==> config.mk <==
export PLATFORM = sky130hd
export DESIGN_NAME = fs_suspend_timer
export DESIGN_NICKNAME = d
export VERILOG_FILES = /design/src/rtl/fs_susp_pkg.sv /design/src/rtl/fs_line_sync.sv /design/src/rtl/fs_ms_prescaler.sv /design/src/rtl/fs_idle_tracker.sv /design/src/rtl/fs_suspend_timer.sv
export SDC_FILE = /design/constraint.sdc
export NUM_CORES = 1
export LEC_CHECK = 0
export ABC_AREA = 1
export CORE_MARGIN = 2
export CORE_UTILIZATION = 65
export CTS_BUF_LIST = sky130_fd_sc_hd__clkbuf_2 sky130_fd_sc_hd__clkbuf_4 sky130_fd_sc_hd__clkbuf_8
export DETAILED_ROUTE_END_ITERATION = 8
export DONT_BUFFER_PORTS = 1
export HOLD_SLACK_MARGIN = 0.15
export PLACE_DENSITY_LB_ADDON = 0.3
export SLEW_MARGIN = 0
export SYNTH_ARGS = -nofsm -noshare
export SYNTH_HDL_FRONTEND = slang
export SYNTH_HIERARCHICAL = 1
export SYNTH_SLANG_ARGS = --single-unit
==> constraint.sdc <==
create_clock -name clk -period 4 [get_ports clk]
set_input_delay 0.8 -clock clk [delete_from_list [all_inputs] [get_ports clk]]
set_output_delay 0.8 -clock clk [all_outputs]
set_load 0.005 [all_outputs]
==> src/rtl/fs_susp_pkg.sv <==
package fs_susp_pkg;

   typedef enum logic [1:0] {
      LS_SE0 = 2'b00,
      LS_J   = 2'b01,
      LS_K   = 2'b10,
      LS_ERR = 2'b11
   } line_code_e;

   localparam int unsigned MS_PER_SEC = 1000;

   function automatic logic code_is_idle(input logic [1:0] code);
      return code == LS_J;
   endfunction

endpackage

==> src/rtl/fs_line_sync.sv <==
module fs_line_sync #(
   parameter int unsigned STAGES = 2,
   parameter int unsigned WIDTH  = 2,
   parameter logic [WIDTH-1:0] RESET_VAL = '0
) (
   input  logic             clk,
   input  logic             rst_n,
   input  logic [WIDTH-1:0] din,
   output logic [WIDTH-1:0] dout
);

   logic [WIDTH-1:0] chain [STAGES];

   for (genvar i = 0; i < STAGES; i++) begin : g_stage
      if (i == 0) begin : g_first
         always_ff @(posedge clk or negedge rst_n) begin
            if (!rst_n) chain[i] <= RESET_VAL;
            else        chain[i] <= din;
         end
      end else begin : g_next
         always_ff @(posedge clk or negedge rst_n) begin
            if (!rst_n) chain[i] <= RESET_VAL;
            else        chain[i] <= chain[i-1];
         end
      end
   end

   assign dout = chain[STAGES-1];

endmodule

==> src/rtl/fs_ms_prescaler.sv <==
module fs_ms_prescaler #(
   parameter int unsigned DIV = 48000
) (
   input  logic clk,
   input  logic rst_n,
   input  logic run,
   output logic tick
);

   localparam int unsigned CW = (DIV > 1) ? $clog2(DIV) : 1;

   if (DIV == 1) begin : g_bypass
      assign tick = run;
   end else begin : g_count
      logic [CW-1:0] cnt_q;
      logic          wrap;

      assign wrap = (cnt_q == CW'(DIV - 1));

      always_ff @(posedge clk or negedge rst_n) begin
         if (!rst_n)     cnt_q <= '0;
         else if (!run)  cnt_q <= '0;
         else if (wrap)  cnt_q <= '0;
         else            cnt_q <= cnt_q + 1'b1;
      end

      assign tick = run && wrap;
   end

endmodule

==> src/rtl/fs_idle_tracker.sv <==
module fs_idle_tracker #(
   parameter int unsigned DEADLINE_MS = 10,
   parameter int unsigned MS_W        = 4
) (
   input  logic            clk,
   input  logic            rst_n,
   input  logic            eop,
   input  logic            line_idle,
   input  logic            tick,
   output logic            armed,
   output logic            run,
   output logic [MS_W-1:0] ms_count
);

   localparam logic [MS_W-1:0] MS_CAP = MS_W'(DEADLINE_MS);

   logic            armed_q;
   logic [MS_W-1:0] ms_q;

   always_ff @(posedge clk or negedge rst_n) begin
      if (!rst_n) begin
         armed_q <= 1'b0;
         ms_q    <= '0;
      end else if (eop) begin
         armed_q <= 1'b1;
         ms_q    <= '0;
      end else if (armed_q && !line_idle) begin
         armed_q <= 1'b0;
         ms_q    <= '0;
      end else if (armed_q && tick && (ms_q < MS_CAP)) begin
         ms_q    <= ms_q + 1'b1;
      end
   end

   assign armed    = armed_q;
   assign run      = armed_q && line_idle && !eop;
   assign ms_count = ms_q;

endmodule

==> src/rtl/fs_suspend_timer.sv <==
module fs_suspend_timer
   import fs_susp_pkg::*;
#(
   parameter int unsigned CLK_FREQ_HZ = 48_000_000,
   parameter int unsigned SUSP_MS     = 3,
   parameter int unsigned WAKE_MS     = 5,
   parameter int unsigned DEADLINE_MS = 10,
   parameter int unsigned SYNC_STAGES = 2
) (
   input  logic       clk,
   input  logic       rst_n,
   input  logic [1:0] line_state,
   input  logic       eop_strobe,
   output logic       suspend_n,
   output logic       wakeup_ok,
   output logic       deadline
);

   localparam int unsigned CLKS_PER_MS = CLK_FREQ_HZ / MS_PER_SEC;
   localparam int unsigned MS_W        = $clog2(DEADLINE_MS + 1);

   if (CLK_FREQ_HZ % MS_PER_SEC != 0) begin : g_bad_clk
      $error("CLK_FREQ_HZ must be a whole multiple of 1000");
   end
   if (CLKS_PER_MS < 1) begin : g_bad_div
      $error("CLK_FREQ_HZ must be at least 1000");
   end
   if (!(SUSP_MS > 0 && SUSP_MS < WAKE_MS && WAKE_MS < DEADLINE_MS)) begin : g_bad_ms
      $error("milestones must satisfy 0 < SUSP_MS < WAKE_MS < DEADLINE_MS");
   end
   if (SYNC_STAGES < 2) begin : g_bad_sync
      $error("SYNC_STAGES must be at least 2");
   end

   logic [1:0]      line_sync;
   logic            line_idle;
   logic            armed;
   logic            run;
   logic            tick;
   logic [MS_W-1:0] ms_now;

   fs_line_sync #(
      .STAGES    (SYNC_STAGES),
      .WIDTH     (2),
      .RESET_VAL (LS_J)
   ) u_sync (
      .clk   (clk),
      .rst_n (rst_n),
      .din   (line_state),
      .dout  (line_sync)
   );

   assign line_idle = code_is_idle(line_sync);

   fs_ms_prescaler #(
      .DIV (CLKS_PER_MS)
   ) u_presc (
      .clk   (clk),
      .rst_n (rst_n),
      .run   (run),
      .tick  (tick)
   );

   fs_idle_tracker #(
      .DEADLINE_MS (DEADLINE_MS),
      .MS_W        (MS_W)
   ) u_track (
      .clk       (clk),
      .rst_n     (rst_n),
      .eop       (eop_strobe),
      .line_idle (line_idle),
      .tick      (tick),
      .armed     (armed),
      .run       (run),
      .ms_count  (ms_now)
   );

   assign suspend_n = !(armed && (ms_now >= MS_W'(SUSP_MS)));
   assign wakeup_ok =   armed && (ms_now >= MS_W'(WAKE_MS));
   assign deadline  =   armed && (ms_now >= MS_W'(DEADLINE_MS));

endmodule

Word-level counts from Yosys, hierarchy flattened

Cells that the tools add are included.

$add $sub $neg: 2
Order comparisons: 4
Muxes and demuxes: 7
Equality and inequality tests: 2
Reductions and logical operators: 14

Operator list:

| operator                | count |
|---|---|
| $mux W16                | 2 |
| $add A16 B1 Y16 const B | 1 |
| $eq A16 B16 Y1 const B  | 1 |
| $mux W4                 | 3 |
| $logic_and A1 B1 Y1     | 9 |
| $add A4 B1 Y4 const B   | 1 |
| $ge A4 B2 Y1 const B    | 1 |
| $ge A4 B3 Y1 const B    | 1 |
| $ge A4 B4 Y1 const B    | 1 |
| $lt A4 B4 Y1 const B    | 1 |
| $logic_not A1 Y1        | 3 |
| $reduce_bool A3 Y1      | 1 |
| $eq A2 B1 Y1 const B    | 1 |
| $mux W1                 | 2 |
| $reduce_bool A2 Y1      | 1 |

Logic and storage cells: 34
Bits in registers: 25
Output and inout port bits: 3
Input bits: 5

Logic depth before layout (Yosys ltp)

Depth in word-level cells: 9
Depth in mapped cells: 15

By module

Netlist, hierarchy kept.

By module, submodules not included:

| module           | instances | area an instance (um^2) | cells each | sequential area each (um^2) |
|---|---|---|---|---|
| fs_ms_prescaler  | 1         | 874.6                   | 114        | 400.4 |
| fs_idle_tracker  | 1         | 287.8                   | 40         | 125.1 |
| fs_line_sync     | 1         | 117.6                   | 6          | 102.6 |
| fs_suspend_timer | 1         | 57.6                    | 15         | 0.0 |

Worst setup path before layout

OpenSTA, ideal clock, no wires.

Path kind: input to register
Start: input eop_strobe
End: register u_track.ms_q[0] (netlist: u_track/ms_count[0])
Path buffers: 0
Required time: 3.931 ns
Arrival time: 1.728 ns
Cell stages on the path: 11
Path slack: 2.203 ns
Setup time: 0.069 ns
Cells stage by stage: inv_1 -> nand2_1 -> nor2_1 -> inv_1 -> nor2_1 -> nand2_1 -> inv_2 -> nand2_2 -> nand2_1 -> nand2_1 -> nor2_2

Word-level cells in the longest chain between the ends: 6
Elaborated cells on any way between the ends: 7
Classes of those cells: 1 x mux; 6 x reduce/logical

RTL lines:

| what                                | line                   | text |
|---|---|---|
| start, declared                     | fs_suspend_timer.sv:13 | `input logic eop_strobe,` |
| $logic_not A1 Y1                    | fs_idle_tracker.sv:36  | `assign run = armed_q && line_idle && !eop;` |
| $logic_and A1 B1 Y1                 | fs_idle_tracker.sv:36  |  |
| net run                             | fs_suspend_timer.sv:38 | `logic run;` |
| $logic_and A1 B1 Y1                 | fs_ms_prescaler.sv:27  | `assign tick = run && wrap;` |
| net tick                            | fs_suspend_timer.sv:39 | `logic tick;` |
| $logic_and A1 B1 Y1 (2 in a row)    | fs_idle_tracker.sv:30  | `end else if (armed_q && tick && (ms_q < MS_CAP)) begin` |
| $reduce_bool A3 Y1 (no source line) | --                     |  |
| end signal, assigned                | fs_idle_tracker.sv:31  | `ms_q <= ms_q + 1'b1;` |
| end, declared                       | fs_idle_tracker.sv:18  | `logic [MS_W-1:0] ms_q;` |

The timed path passes the listed nets, and every way through them passes these cells.
A chain may end at the register's enable or synchronous reset.

Final worst setup path

Start: register u_sync.chain (netlist bit u_sync/dout[0])
End: register u_track.ms_q[2] (netlist: u_track/ms_count[2])

Word-level cells in the longest chain between the ends: 7
Elaborated cells on any way between the ends: 11
Classes of those cells: 1 x eq/ne; 2 x mux; 8 x reduce/logical

RTL lines:

| what                                | line                   | text |
|---|---|---|
| start, declared                     | fs_line_sync.sv:12     | `logic [WIDTH-1:0] chain [STAGES];` |
| start signal, assigned by index     | fs_line_sync.sv:23     | `else chain[i] <= chain[i-1];` |
| $eq A2 B1 Y1                        | fs_susp_pkg.sv:13      | `return code == LS_J;` |
| net line_idle                       | fs_suspend_timer.sv:36 | `logic line_idle;` |
| $logic_and A1 B1 Y1 (2 in a row)    | fs_idle_tracker.sv:36  |  |
| net run                             | fs_suspend_timer.sv:38 |  |
| $logic_and A1 B1 Y1                 | fs_ms_prescaler.sv:27  |  |
| net tick                            | fs_suspend_timer.sv:39 |  |
| $logic_and A1 B1 Y1 (2 in a row)    | fs_idle_tracker.sv:30  |  |
| $reduce_bool A3 Y1 (no source line) | --                     |  |

The timed path passes the listed nets, and every way through them passes these cells.

==> flow_summary_export.csv <==
group,metric,value,unit
outcome,status,"finished, final reports clean",
die,coreArea,1942,sq um
power_and_ir_drop,p_int,0.2976,mW
die,initial_core_util,68.88,%
sta,finClkSkew,1.305,ps
route,ant_nets,0,
placement,dp_slack,2001,ps
route,firstDrtPassIters,4,
sta,slew-limit-headroom,30.35,%
power_and_ir_drop,peakVddDrop,0.2225,mV
power_and_ir_drop,power.density,279.2,nW/um^2
sta,timing.final.crit_share,48.06,%
placement,place.gp.congestion,0.9078,
power_and_ir_drop,leakage,0.5737,nW
power_and_ir_drop,power_frac_comb,3.8,%
power_and_ir_drop,p_sw,0.08838,mW
die,io_pins,8,
die,dieWidth,49.36,microns
setup_path,cp_data_arrival_time,2140,ps
route,vias,1117,
synthesis,ys_warn_count,6,
synthesis,yosysSeqAreaShare,46.96,%
sta,hold_violations,0,
final_layout,antenna_cells,0,
global_routing,grt_pass1_wl,4326,microns
synthesis,syn_area,1338,sq um
route,drc,0,
final_layout,fin_area,1383,sq um
placement,placed_area,1345,sq um
sta,setup_viol,0,
route,drtIter0Drc,28,
clocking,clkSlewWorstSetupHoldPaths,130,ps
clocking,cts_sinks,25,
power_and_ir_drop,switching_share,22.90,%
power_and_ir_drop,p_seq_share,67.2,%
sta,report.final.slew_viol_count,0,
synthesis,synth_nets,182,
sta,fin_ws,2077,ps
sta,worst_pin_slew,1041,ps
clocking,post_cts_resized,0,
setup_path,crit_fanout,5,
run,cap_violations,0,
sta,setup_tns,0,ps
synthesis,synth-seq-cells,25,
clocking,cts.htree.levels,1,
synthesis,avgSynthCellArea,7.643,sq um
sta,period_needed,1923,ps
global_routing,grt.total_usage,24.09,%
final_layout,fin_util,71.20,%
clocking,clock_latency,320,ps
placement,place.port_buffers,0,
synthesis,synth_cell_types,22,
placement,dp_hpwl,1885,microns
global_routing,antenna_found_initial,0,
sta,max_freq,0.5202,GHz
worst_hold_path,hold_class,"input port to async pin",
setup_path,startpoint_type,"flip-flop",
setup_path,worstSetupEndpointType,"flip-flop",
final_layout,syn_to_final_growth,3.368,%
sta,rsz0062_at_grt,"false",
clocking,cts_hold_buffers,1,
global_routing,grt_max_degree,24,
clocking,cts_tree,"built",
route,via_per_inst,5.475,
global_routing,grt_overflow,0,
clocking,clock_path_buffers,2,
global_routing,first_global_vias,1029,
die,core.rowCount,16,
clocking,cts_setup_buffers,0,
power_and_ir_drop,total_power,0.3860,mW
setup_path,crit_type,"flip-flop to flip-flop",
die,dieArea,2436,sq um
final_layout,drive_above_1_share,9.605,%
die,die_h,49.36,microns
route,wl_per_cell,12.60,microns
route,routed_wl,2571,microns
setup_path,cp_data_required_time,4220,ps
clocking,numCtsBuffers,3,
final_layout,fin_nets,185,
power_and_ir_drop,clkPwrFrac,29.0,%
synthesis,syn_inst,175,
clocking,cts_root_buf,"clkbuf_4",
[metrics by stage]
step | std cells | hold slack, ps
3_3_place_gp | 199 | 332.4
4_1_cts | 204 | 290.6
3_5_place_dp | 199 | 345.8
6_report | 204 | 298.2
5_1_grt | 204 | 260.6
2_1_floorplan | 175 | 331.2
[path summary, 6_finish.rpt]
path                                  from                        end  slack (ps)  cells past startpoint
max                         u_sync/dout[0]        u_track/ms_count[2]        2080                     13
max in group asynchronous            rst_n  u_presc/g_count.cnt_q[10]        2280                      1
max reg2reg                 u_sync/dout[0]        u_track/ms_count[2]        2080                     13
min reg2reg                u_sync/chain[2]             u_sync/dout[0]         360                      0
min                                  rst_n             u_sync/dout[0]         300                      0
min in group clk           u_sync/chain[2]             u_sync/dout[0]         360                      0
[routing by layer]
| metal | vias up | global-route usage, % | share of wire (%) |
|---|---|---|---|
| met5 | - | 0 | 0 |
| met3 | 9 | 3.988 | 2.8 |
| met4 | 0 | 13.33 | 2.8 |
| met2 | 31 | 43.47 | 52 |
| li1 | 551 | - | - |
| met1 | 526 | 26.58 | 43 |
[cells in the final DEF, fill, tap and decap left out]
cell type and n:
a21oi_1 3, clkbuf_4 3, clkinv_2 1, dfrtp_1 23, dfstp_2 2, dlygate4sd3_1 1
ha_1 2, inv_1 19, inv_2 1, nand2_1 42, nand2_2 5, nand3_1 12
nand4_1 7, nor2_1 38, nor2_2 3, nor2_4 1, nor3b_1 1, o21ai_0 2
o21ai_1 2, o21ai_2 1, o21bai_1 3, xnor2_1 1, xor2_1 4
[power by group through the flow]
stage | clock network [mW] | registers [mW] | logic, mW
6_report | 0.112 | 0.260 | 0.0146
2_1_floorplan | 0 | 0.264 | 0.0104
4_1_cts | 0.115 | 0.260 | 0.0152
5_1_grt | 0.128 | 0.260 | 0.0176
3_5_place_dp | 0 | 0.264 | 0.00986
3_3_place_gp | 0 | 0.264 | 0.00944
[synthesized netlist by cell type]
library cell	count	area share, %
o21ai_0	2	0.75
xnor2_1	1	0.65
nand3_1	12	4.5
nand2_1	42	12
nor2_1	38	11
xor2_1	4	2.6
dfstp_2	2	3.9
nor3b_1	1	0.56
a21oi_1	3	1.1
ha_1	2	1.9
o21bai_1	3	1.7
o21ai_2	1	0.65
nand2_2	5	2.3
nand4_1	7	3.3
nor2_4	1	0.84
buf_4	2	1.1
buf_6	1	0.84
inv_1	19	5.3
nor2_2	3	1.4
dfrtp_1	23	43
o21ai_1	2	0.75
inv_2	1	0.28
[layout make-up]
| class | count | area, sq um |
|---|---|---|
| clock buffers | 3 | 22.52 |
| clock inverters | 1 | 5.005 |
| fillers | 161 | 559.3 |
| inverters | 20 | 75.07 |
| multi-input cells | 127 | 608.1 |
| flip-flops and latches | 25 | 628.1 |
| well taps | 27 | 33.78 |
| repair buffers | 1 | 10.01 |
[worst max-delay path: stages (launching register included)]
cell and delay (ps):
dfstp_2 540, inv_1 30, nor2_1 80, inv_1 60, nand2_1 110, nand2_1 130, nor2_1 210, inv_1 130
nor2_1 110, nand2_1 70, inv_2 90, nand2_2 80, nand4_1 100, nand2_1 80
[cells by family after synthesis]
| family | Yosys count | synth area share (%) |
|---|---|---|
| flip-flops | 25 | 46.96 |
| adder cells (fa/ha/maj) | 2 | 1.871 |
| buffers and inverters | 23 | 7.577 |
| AO/OA/AOI/OAI | 11 | 4.958 |
| AND/OR/NAND/NOR | 109 | 35.36 |
| XOR/XNOR | 5 | 3.274 |
[registers in the layout, summed over array words and instances, names as in the netlist]
signal	cells
u_sync/chain	2
u_sync/dout	2
u_track/armed	1
u_presc/g_count.cnt_q	16
u_track/ms_count	4
Power figures use the tool's default switching activity.
